--- config.mk ---
export PLATFORM = sky130hd
export DESIGN_NAME = lim_mon
export DESIGN_NICKNAME = d
export VERILOG_FILES = /design/src/rtl/lim_mon_pkg.sv /design/src/rtl/lim_chan.sv /design/src/rtl/alert_status.sv /design/src/rtl/lim_mon.sv
export SDC_FILE = /design/constraint.sdc
export NUM_CORES = 1
export LEC_CHECK = 0
export BUFFER_PORTS_ARGS = -buffer_cell sky130_fd_sc_hd__buf_2
export CORE_ASPECT_RATIO = 0.8
export CORE_MARGIN = 2
export CORE_UTILIZATION = 59
export DETAILED_ROUTE_END_ITERATION = 16
export PLACE_DENSITY = 0.86
export SLEW_MARGIN = 20
export SYNTH_ARGS = -nofsm -noshare
export SYNTH_HDL_FRONTEND = slang
export SYNTH_HIERARCHICAL = 1
export SYNTH_SLANG_ARGS = --single-unit
export TNS_END_PERCENT = 10
--- constraint.sdc ---
create_clock -name clk_i -period 3.4 [get_ports clk_i]
set_input_delay 0.85 -clock clk_i [delete_from_list [all_inputs] [get_ports clk_i]]
set_output_delay 0.85 -clock clk_i [all_outputs]
set_load 0.05 [all_outputs]
--- src/rtl/lim_mon_pkg.sv ---
package lim_mon_pkg;
  localparam logic [1:0] SEL_HI = 2'd0;
  localparam logic [1:0] SEL_LO = 2'd1;
  localparam logic [1:0] SEL_HY = 2'd2;
  localparam int unsigned A_STAT = 0;
  localparam int unsigned A_CFG  = 1;
endpackage

--- src/rtl/lim_chan.sv ---
module lim_chan
  import lim_mon_pkg::*;
#(
  parameter int unsigned DATA_W   = 12,
  parameter int unsigned HYST_RST = 8
) (
  input  logic              clk_i,
  input  logic              rst_ni,
  input  logic              wr_en_i,
  input  logic [1:0]        wr_sel_i,
  input  logic [DATA_W-1:0] wr_data_i,
  input  logic              res_vld_i,
  input  logic [DATA_W-1:0] res_data_i,
  output logic              viol_hi_o,
  output logic              viol_lo_o,
  output logic [DATA_W-1:0] hi_o,
  output logic [DATA_W-1:0] lo_o,
  output logic [DATA_W-1:0] hyst_o
);
  logic [DATA_W-1:0] hi_q, lo_q, hyst_q;
  logic arm_hi_q, arm_lo_q;
  logic minmax, above, below, hi_rearm, lo_rearm;

  assign minmax   = &hyst_q;
  assign above    = res_data_i > hi_q;
  assign below    = res_data_i < lo_q;
  // widened by one bit so bound +/- N never wraps
  assign hi_rearm = ({1'b0, res_data_i} + {1'b0, hyst_q}) <= {1'b0, hi_q};
  assign lo_rearm = {1'b0, res_data_i} >= ({1'b0, lo_q} + {1'b0, hyst_q});

  assign viol_hi_o = res_vld_i && !minmax && above && arm_hi_q;
  assign viol_lo_o = res_vld_i && !minmax && below && arm_lo_q;

  always_ff @(posedge clk_i or negedge rst_ni) begin
    if (!rst_ni) begin
      arm_hi_q <= 1'b1;
      arm_lo_q <= 1'b1;
    end else if (res_vld_i && !minmax) begin
      if (above)         arm_hi_q <= 1'b0;
      else if (hi_rearm) arm_hi_q <= 1'b1;
      if (below)         arm_lo_q <= 1'b0;
      else if (lo_rearm) arm_lo_q <= 1'b1;
    end
  end

  always_ff @(posedge clk_i or negedge rst_ni) begin
    if (!rst_ni) begin
      hi_q   <= '1;
      lo_q   <= '0;
      hyst_q <= DATA_W'(HYST_RST);
    end else begin
      if (wr_en_i && wr_sel_i == SEL_HI)    hi_q <= wr_data_i;
      else if (res_vld_i && minmax && above) hi_q <= res_data_i;
      if (wr_en_i && wr_sel_i == SEL_LO)    lo_q <= wr_data_i;
      else if (res_vld_i && minmax && below) lo_q <= res_data_i;
      if (wr_en_i && wr_sel_i == SEL_HY)    hyst_q <= wr_data_i;
    end
  end

  assign hi_o   = hi_q;
  assign lo_o   = lo_q;
  assign hyst_o = hyst_q;
endmodule

--- src/rtl/alert_status.sv ---
module alert_status #(
  parameter int unsigned ST_W = 8
) (
  input  logic            clk_i,
  input  logic            rst_ni,
  input  logic [ST_W-1:0] set_i,
  input  logic            clr_i,
  output logic [ST_W-1:0] status_o
);
  logic [ST_W-1:0] st_q;

  // new violations survive a same-cycle clear
  always_ff @(posedge clk_i or negedge rst_ni) begin
    if (!rst_ni) st_q <= '0;
    else         st_q <= (clr_i ? '0 : st_q) | set_i;
  end

  assign status_o = st_q;
endmodule

--- src/rtl/lim_mon.sv ---
module lim_mon
  import lim_mon_pkg::*;
#(
  parameter int unsigned NUM_CH   = 4,
  parameter int unsigned DATA_W   = 12,
  parameter int unsigned REG_W    = 16,
  parameter int unsigned HYST_RST = 8
) (
  input  logic                       clk_i,
  input  logic                       rst_ni,
  input  logic                       wr_en_i,
  input  logic [$clog2(NUM_CH)+2:0]  addr_i,
  input  logic [REG_W-1:0]           wdata_i,
  output logic [REG_W-1:0]           rdata_o,
  input  logic                       res_valid_i,
  input  logic [$clog2(NUM_CH)-1:0]  res_chan_i,
  input  logic [DATA_W-1:0]          res_data_i,
  output logic                       alert_o
);
  localparam int unsigned CH_W = $clog2(NUM_CH);
  localparam int unsigned AW   = CH_W + 3;
  localparam int unsigned ST_W = 2 * NUM_CH;

  logic            is_chan;
  logic [CH_W-1:0] ch_idx;
  logic [1:0]      sel;
  logic            clr_w;
  logic [ST_W-1:0] set_v, status_q;
  logic [DATA_W-1:0] hi_a [NUM_CH];
  logic [DATA_W-1:0] lo_a [NUM_CH];
  logic [DATA_W-1:0] hy_a [NUM_CH];
  logic unused_wdata;

  assign is_chan = addr_i[AW-1];
  assign ch_idx  = addr_i[CH_W+1:2];
  assign sel     = addr_i[1:0];
  assign unused_wdata = ^wdata_i[REG_W-1:DATA_W];

  assign clr_w = wr_en_i && !is_chan &&
                 ((addr_i == AW'(A_STAT) && (&wdata_i[ST_W-1:0])) ||
                  (addr_i == AW'(A_CFG)  && (&wdata_i[2:1])));

  for (genvar c = 0; c < NUM_CH; c++) begin : g_ch
    logic wr_c, vld_c;
    assign wr_c  = wr_en_i && is_chan && ch_idx == CH_W'(c);
    assign vld_c = res_valid_i && res_chan_i == CH_W'(c);
    lim_chan #(.DATA_W(DATA_W), .HYST_RST(HYST_RST)) u_chan (
      .clk_i      (clk_i),
      .rst_ni     (rst_ni),
      .wr_en_i    (wr_c),
      .wr_sel_i   (sel),
      .wr_data_i  (wdata_i[DATA_W-1:0]),
      .res_vld_i  (vld_c),
      .res_data_i (res_data_i),
      .viol_hi_o  (set_v[2*c+1]),
      .viol_lo_o  (set_v[2*c]),
      .hi_o       (hi_a[c]),
      .lo_o       (lo_a[c]),
      .hyst_o     (hy_a[c])
    );
  end

  alert_status #(.ST_W(ST_W)) u_status (
    .clk_i    (clk_i),
    .rst_ni   (rst_ni),
    .set_i    (set_v),
    .clr_i    (clr_w),
    .status_o (status_q)
  );

  always_comb begin
    rdata_o = '0;
    if (is_chan) begin
      if (int'(ch_idx) < NUM_CH) begin
        unique case (sel)
          SEL_HI:  rdata_o[DATA_W-1:0] = hi_a[ch_idx];
          SEL_LO:  rdata_o[DATA_W-1:0] = lo_a[ch_idx];
          SEL_HY:  rdata_o[DATA_W-1:0] = hy_a[ch_idx];
          default: rdata_o = '0;
        endcase
      end
    end else if (addr_i == AW'(A_STAT)) begin
      rdata_o[ST_W-1:0] = status_q;
    end
  end

  assign alert_o = |status_q;
endmodule

==> flow_summary.ini <==
[cts]
cts_buffers = 17
clkTransAtPathRegs_ns = 0.07
hold_buffers = 0
clockBufferDepth = 2
cts_tree = yes
clock_latency_ns = 0.45
numClockSinks = 160
cts-root-buf = clkbuf_16
htreeDepth = 4

[placed_design]
dpl_cell_area_um2 = 19600
place_congestion = 1.02
place_hpwl_um = 50000
portBuffers = 47
placed_cells = 2456

[timing]
finalSetupViolCount = 6
hold_viol = 0
drv_slew = 0
fin_ws_ns = -0.256
worst_slew_pin_slew_ns = 1.02
rsz0062_at_grt = yes
fin_worst_skew_ns = 0.0125
finalCritPeriodShare_pct = 108
max_slew_margin_pct = 31.7
post-route-min-period_ns = 3.66
fmax_mhz = 274

[grt]
grt_antenna_before_repair = 6
grt_pass1_vias = 16800
grt_max_degree = 78
grt.total_usage_pct = 42.5
grt_pass1_wl_um = 97400
overflow = 0

[synth]
synth.avg_cell_area_um2 = 9.40
synth_top_area_share_pct = 20.5
synth_edf_count = 0
yosys.area.top_type = ha_1
synthesis.area_um2 = 17300
syn_inst = 1845
synthTopCellsByArea = ha_1 20%, dfrtp_1 14%, dfstp_2 9.1%, a21oi_1 5.2%, mux2_2 5.1%
yosysSeqAreaShare_pct = 23.5
async_flop_share_pct = 100
synth.top_cells.by_count = 284 x ha_1, 181 x a21oi_1, 150 x inv_1
synth-seq-cells = 160
synth.most_common_cell = ha_1
synth_ff_type = dfrtp_1
yosysUniqueCellTypes = 93
synth_warnings = 6

[floorplan]
coreArea_um2 = 29100
ios = 56
initial_utilization_pct = 59.5
fp.dieW_um = 196
fp.dieH_um = 157
rows = 56
die-area_um2 = 30800

[power_and_ir_drop]
p_clk_share_pct = 16.4
p_sw_share_pct = 44.2
p_int_mw = 6.67
ir_drop_v = 0.000363
power_density_nw_per_um2 = 585
p_switching_mw = 5.29
sequentialPowerShare_pct = 26.9
comb_power_share_pct = 56.7
leakagePower_nw = 9.90

[worst_setup_path]
critPathKind = in -> reg
ff2ff_setup_slack_ns = -0.18
worstPathArrival_ns = 4.02
start_kind = input pin
r2r-end = g_ch[2].u_chan/arm_lo_q
end_kind = flip-flop
cp.required_ns = 3.76
r2r_start = g_ch[2].u_chan/hyst_o[3]
reg2reg_depth = 13
crit_fanout = 6

[status]
violations = DRC, setup timing
status = complete, but fails checks

[final_layout]
area_delta_synth_final_pct = 17.9
final_layout_size_suffix_gt1_share_pct = 27.0
stdcell_count = 2496
finalNetCount = 2434
finalInstanceArea_um2 = 20400

[drt]
vias = 17000
wl_per_cell_um = 26.2
antenna_left = 0
drcViolationCount = 2
drtIter0Drc = 1927
vias_per_cell = 6.83
first_pass_iters = 12
routed_wl_um = 65400

[job]
cap_violations = 0

[min_path]
hold_path_class = in -> async
cells in the final DEF, fill, tap and decap left out, types with 35 or more instances in the layout:
master and instances:
buf_4 233, inv_1 149, ha_1 282, a21oi_1 175, a21o_1 52, mux2i_1 47
buf_2 38, o21ai_0 41, dfstp_2 60, dfrtp_1 99, nand3_1 70, mux2_2 78
nor2_1 122, nand2_1 81, nand4_1 35
per-layer routing:
metal / vias up / GRT usage, % / share of wire, %
met3: 302 / 17.5 / 15
li1: 7426 / - / -
met5: - / 1.77 / 0.14
met4: 6 / 22.8 / 6.4
met1: 8127 / 53.6 / 39
met2: 1175 / 62.3 / 40
what timing repair did:
item | CTS | global route
pin swaps | 15 | 4
buffers inserted | 5 | 0
resized for setup | 39 | 20
endpoints found under the setup margin | 18 | 18
cloned | 0 | 0
through the flow:
stage	hold slack [ns]	utilization, %	setup TNS, ns	setup WS [ns]	power, mW
after detailed placement	0.531	67.2	-6.94	-0.895	9.49
after CTS	0.470	69.8	-0.677	-0.205	11.6
after global placement	0.519	67.2	-5.11	-0.814	9.14
after global routing	0.508	70.1	-2.28	-0.391	12.6
after floorplan	0.473	-	-0.832	-0.311	7.11
final	0.448	70.1	-0.910	-0.256	12.0
cells by family after synthesis:
family | after synthesis | share of synthesized area, %
multiplexers | 189 | 14.7
AND/OR/NAND/NOR | 491 | 15.0
AO/OA/AOI/OAI | 445 | 16.8
flip-flops | 160 | 23.5
other | 1 | 0.0216
buffers and inverters | 199 | 5.10
adder cells (fa/ha/maj) | 292 | 21.4
XOR/XNOR | 68 | 3.43
power groups by stage:
stage / registers (mW) / clock network [mW] / logic, mW
finish: 3.22 / 1.96 / 6.78
CTS: 3.13 / 1.96 / 6.49
floorplan: 2.79 / 0 / 4.32
global route: 3.20 / 2.03 / 7.41
detailed placement: 3.16 / 0 / 6.34
global placement: 3.13 / 0 / 6.02
critical path, cell delays in order:
cell and delay, ns:
buf_12 0.12, buf_12 0.14, ha_1 0.20, inv_1 0.07, fa_1 0.20, nor2b_1 0.06
o21ai_1 0.18, a21o_1 0.22, a31oi_4 0.12, or4_1 0.41, nand4_1 0.10, ha_1 0.24
a21o_1 0.20, a21oi_2 0.17, a21o_1 0.13, a31oi_1 0.04, o41a_1 0.37, nor3_1 0.17
state kept, by name (all words and copies together) (netlist names):
register	cells
g_ch.u_chan/lo_o	48
g_ch.u_chan/hyst_o	48
g_ch.u_chan/hi_o	48
g_ch.u_chan/arm_lo_q	4
u_status/status_o	8
g_ch.u_chan/arm_hi_q	4
cell type report:
| type | count | area (um^2) |
|---|---|---|
| Sequential cell | 160 | 4080 |
| Fill cell | 2147 | 8700 |
| Antenna cell | 3 | 7.51 |
| Clock inverter | 14 | 145 |
| Multi-Input combinational cell | 1489 | 12600 |
| Inverter | 151 | 567 |
| Timing Repair Buffer | 284 | 2150 |
| Clock buffer | 18 | 429 |
| Tap cell | 377 | 472 |
how the worst max path moves through the flow:
stage | startpoint | endpoint | slack (ns) | cells past startpoint
final | res_data_i[0] | g_ch[1].u_chan/arm_hi_q | -0.26 | 18
after floorplan | res_data_i[0] | g_ch[0].u_chan/arm_hi_q | -0.31 | 15
after detailed placement | res_data_i[0] | g_ch[3].u_chan/arm_hi_q | -0.90 | 19
after global placement | res_data_i[0] | g_ch[0].u_chan/arm_hi_q | -0.81 | 15
after CTS | res_data_i[0] | g_ch[0].u_chan/arm_hi_q | -0.20 | 16
after global routing | res_data_i[0] | g_ch[1].u_chan/arm_hi_q | -0.39 | 18
(Power assumes the default switching activity.)
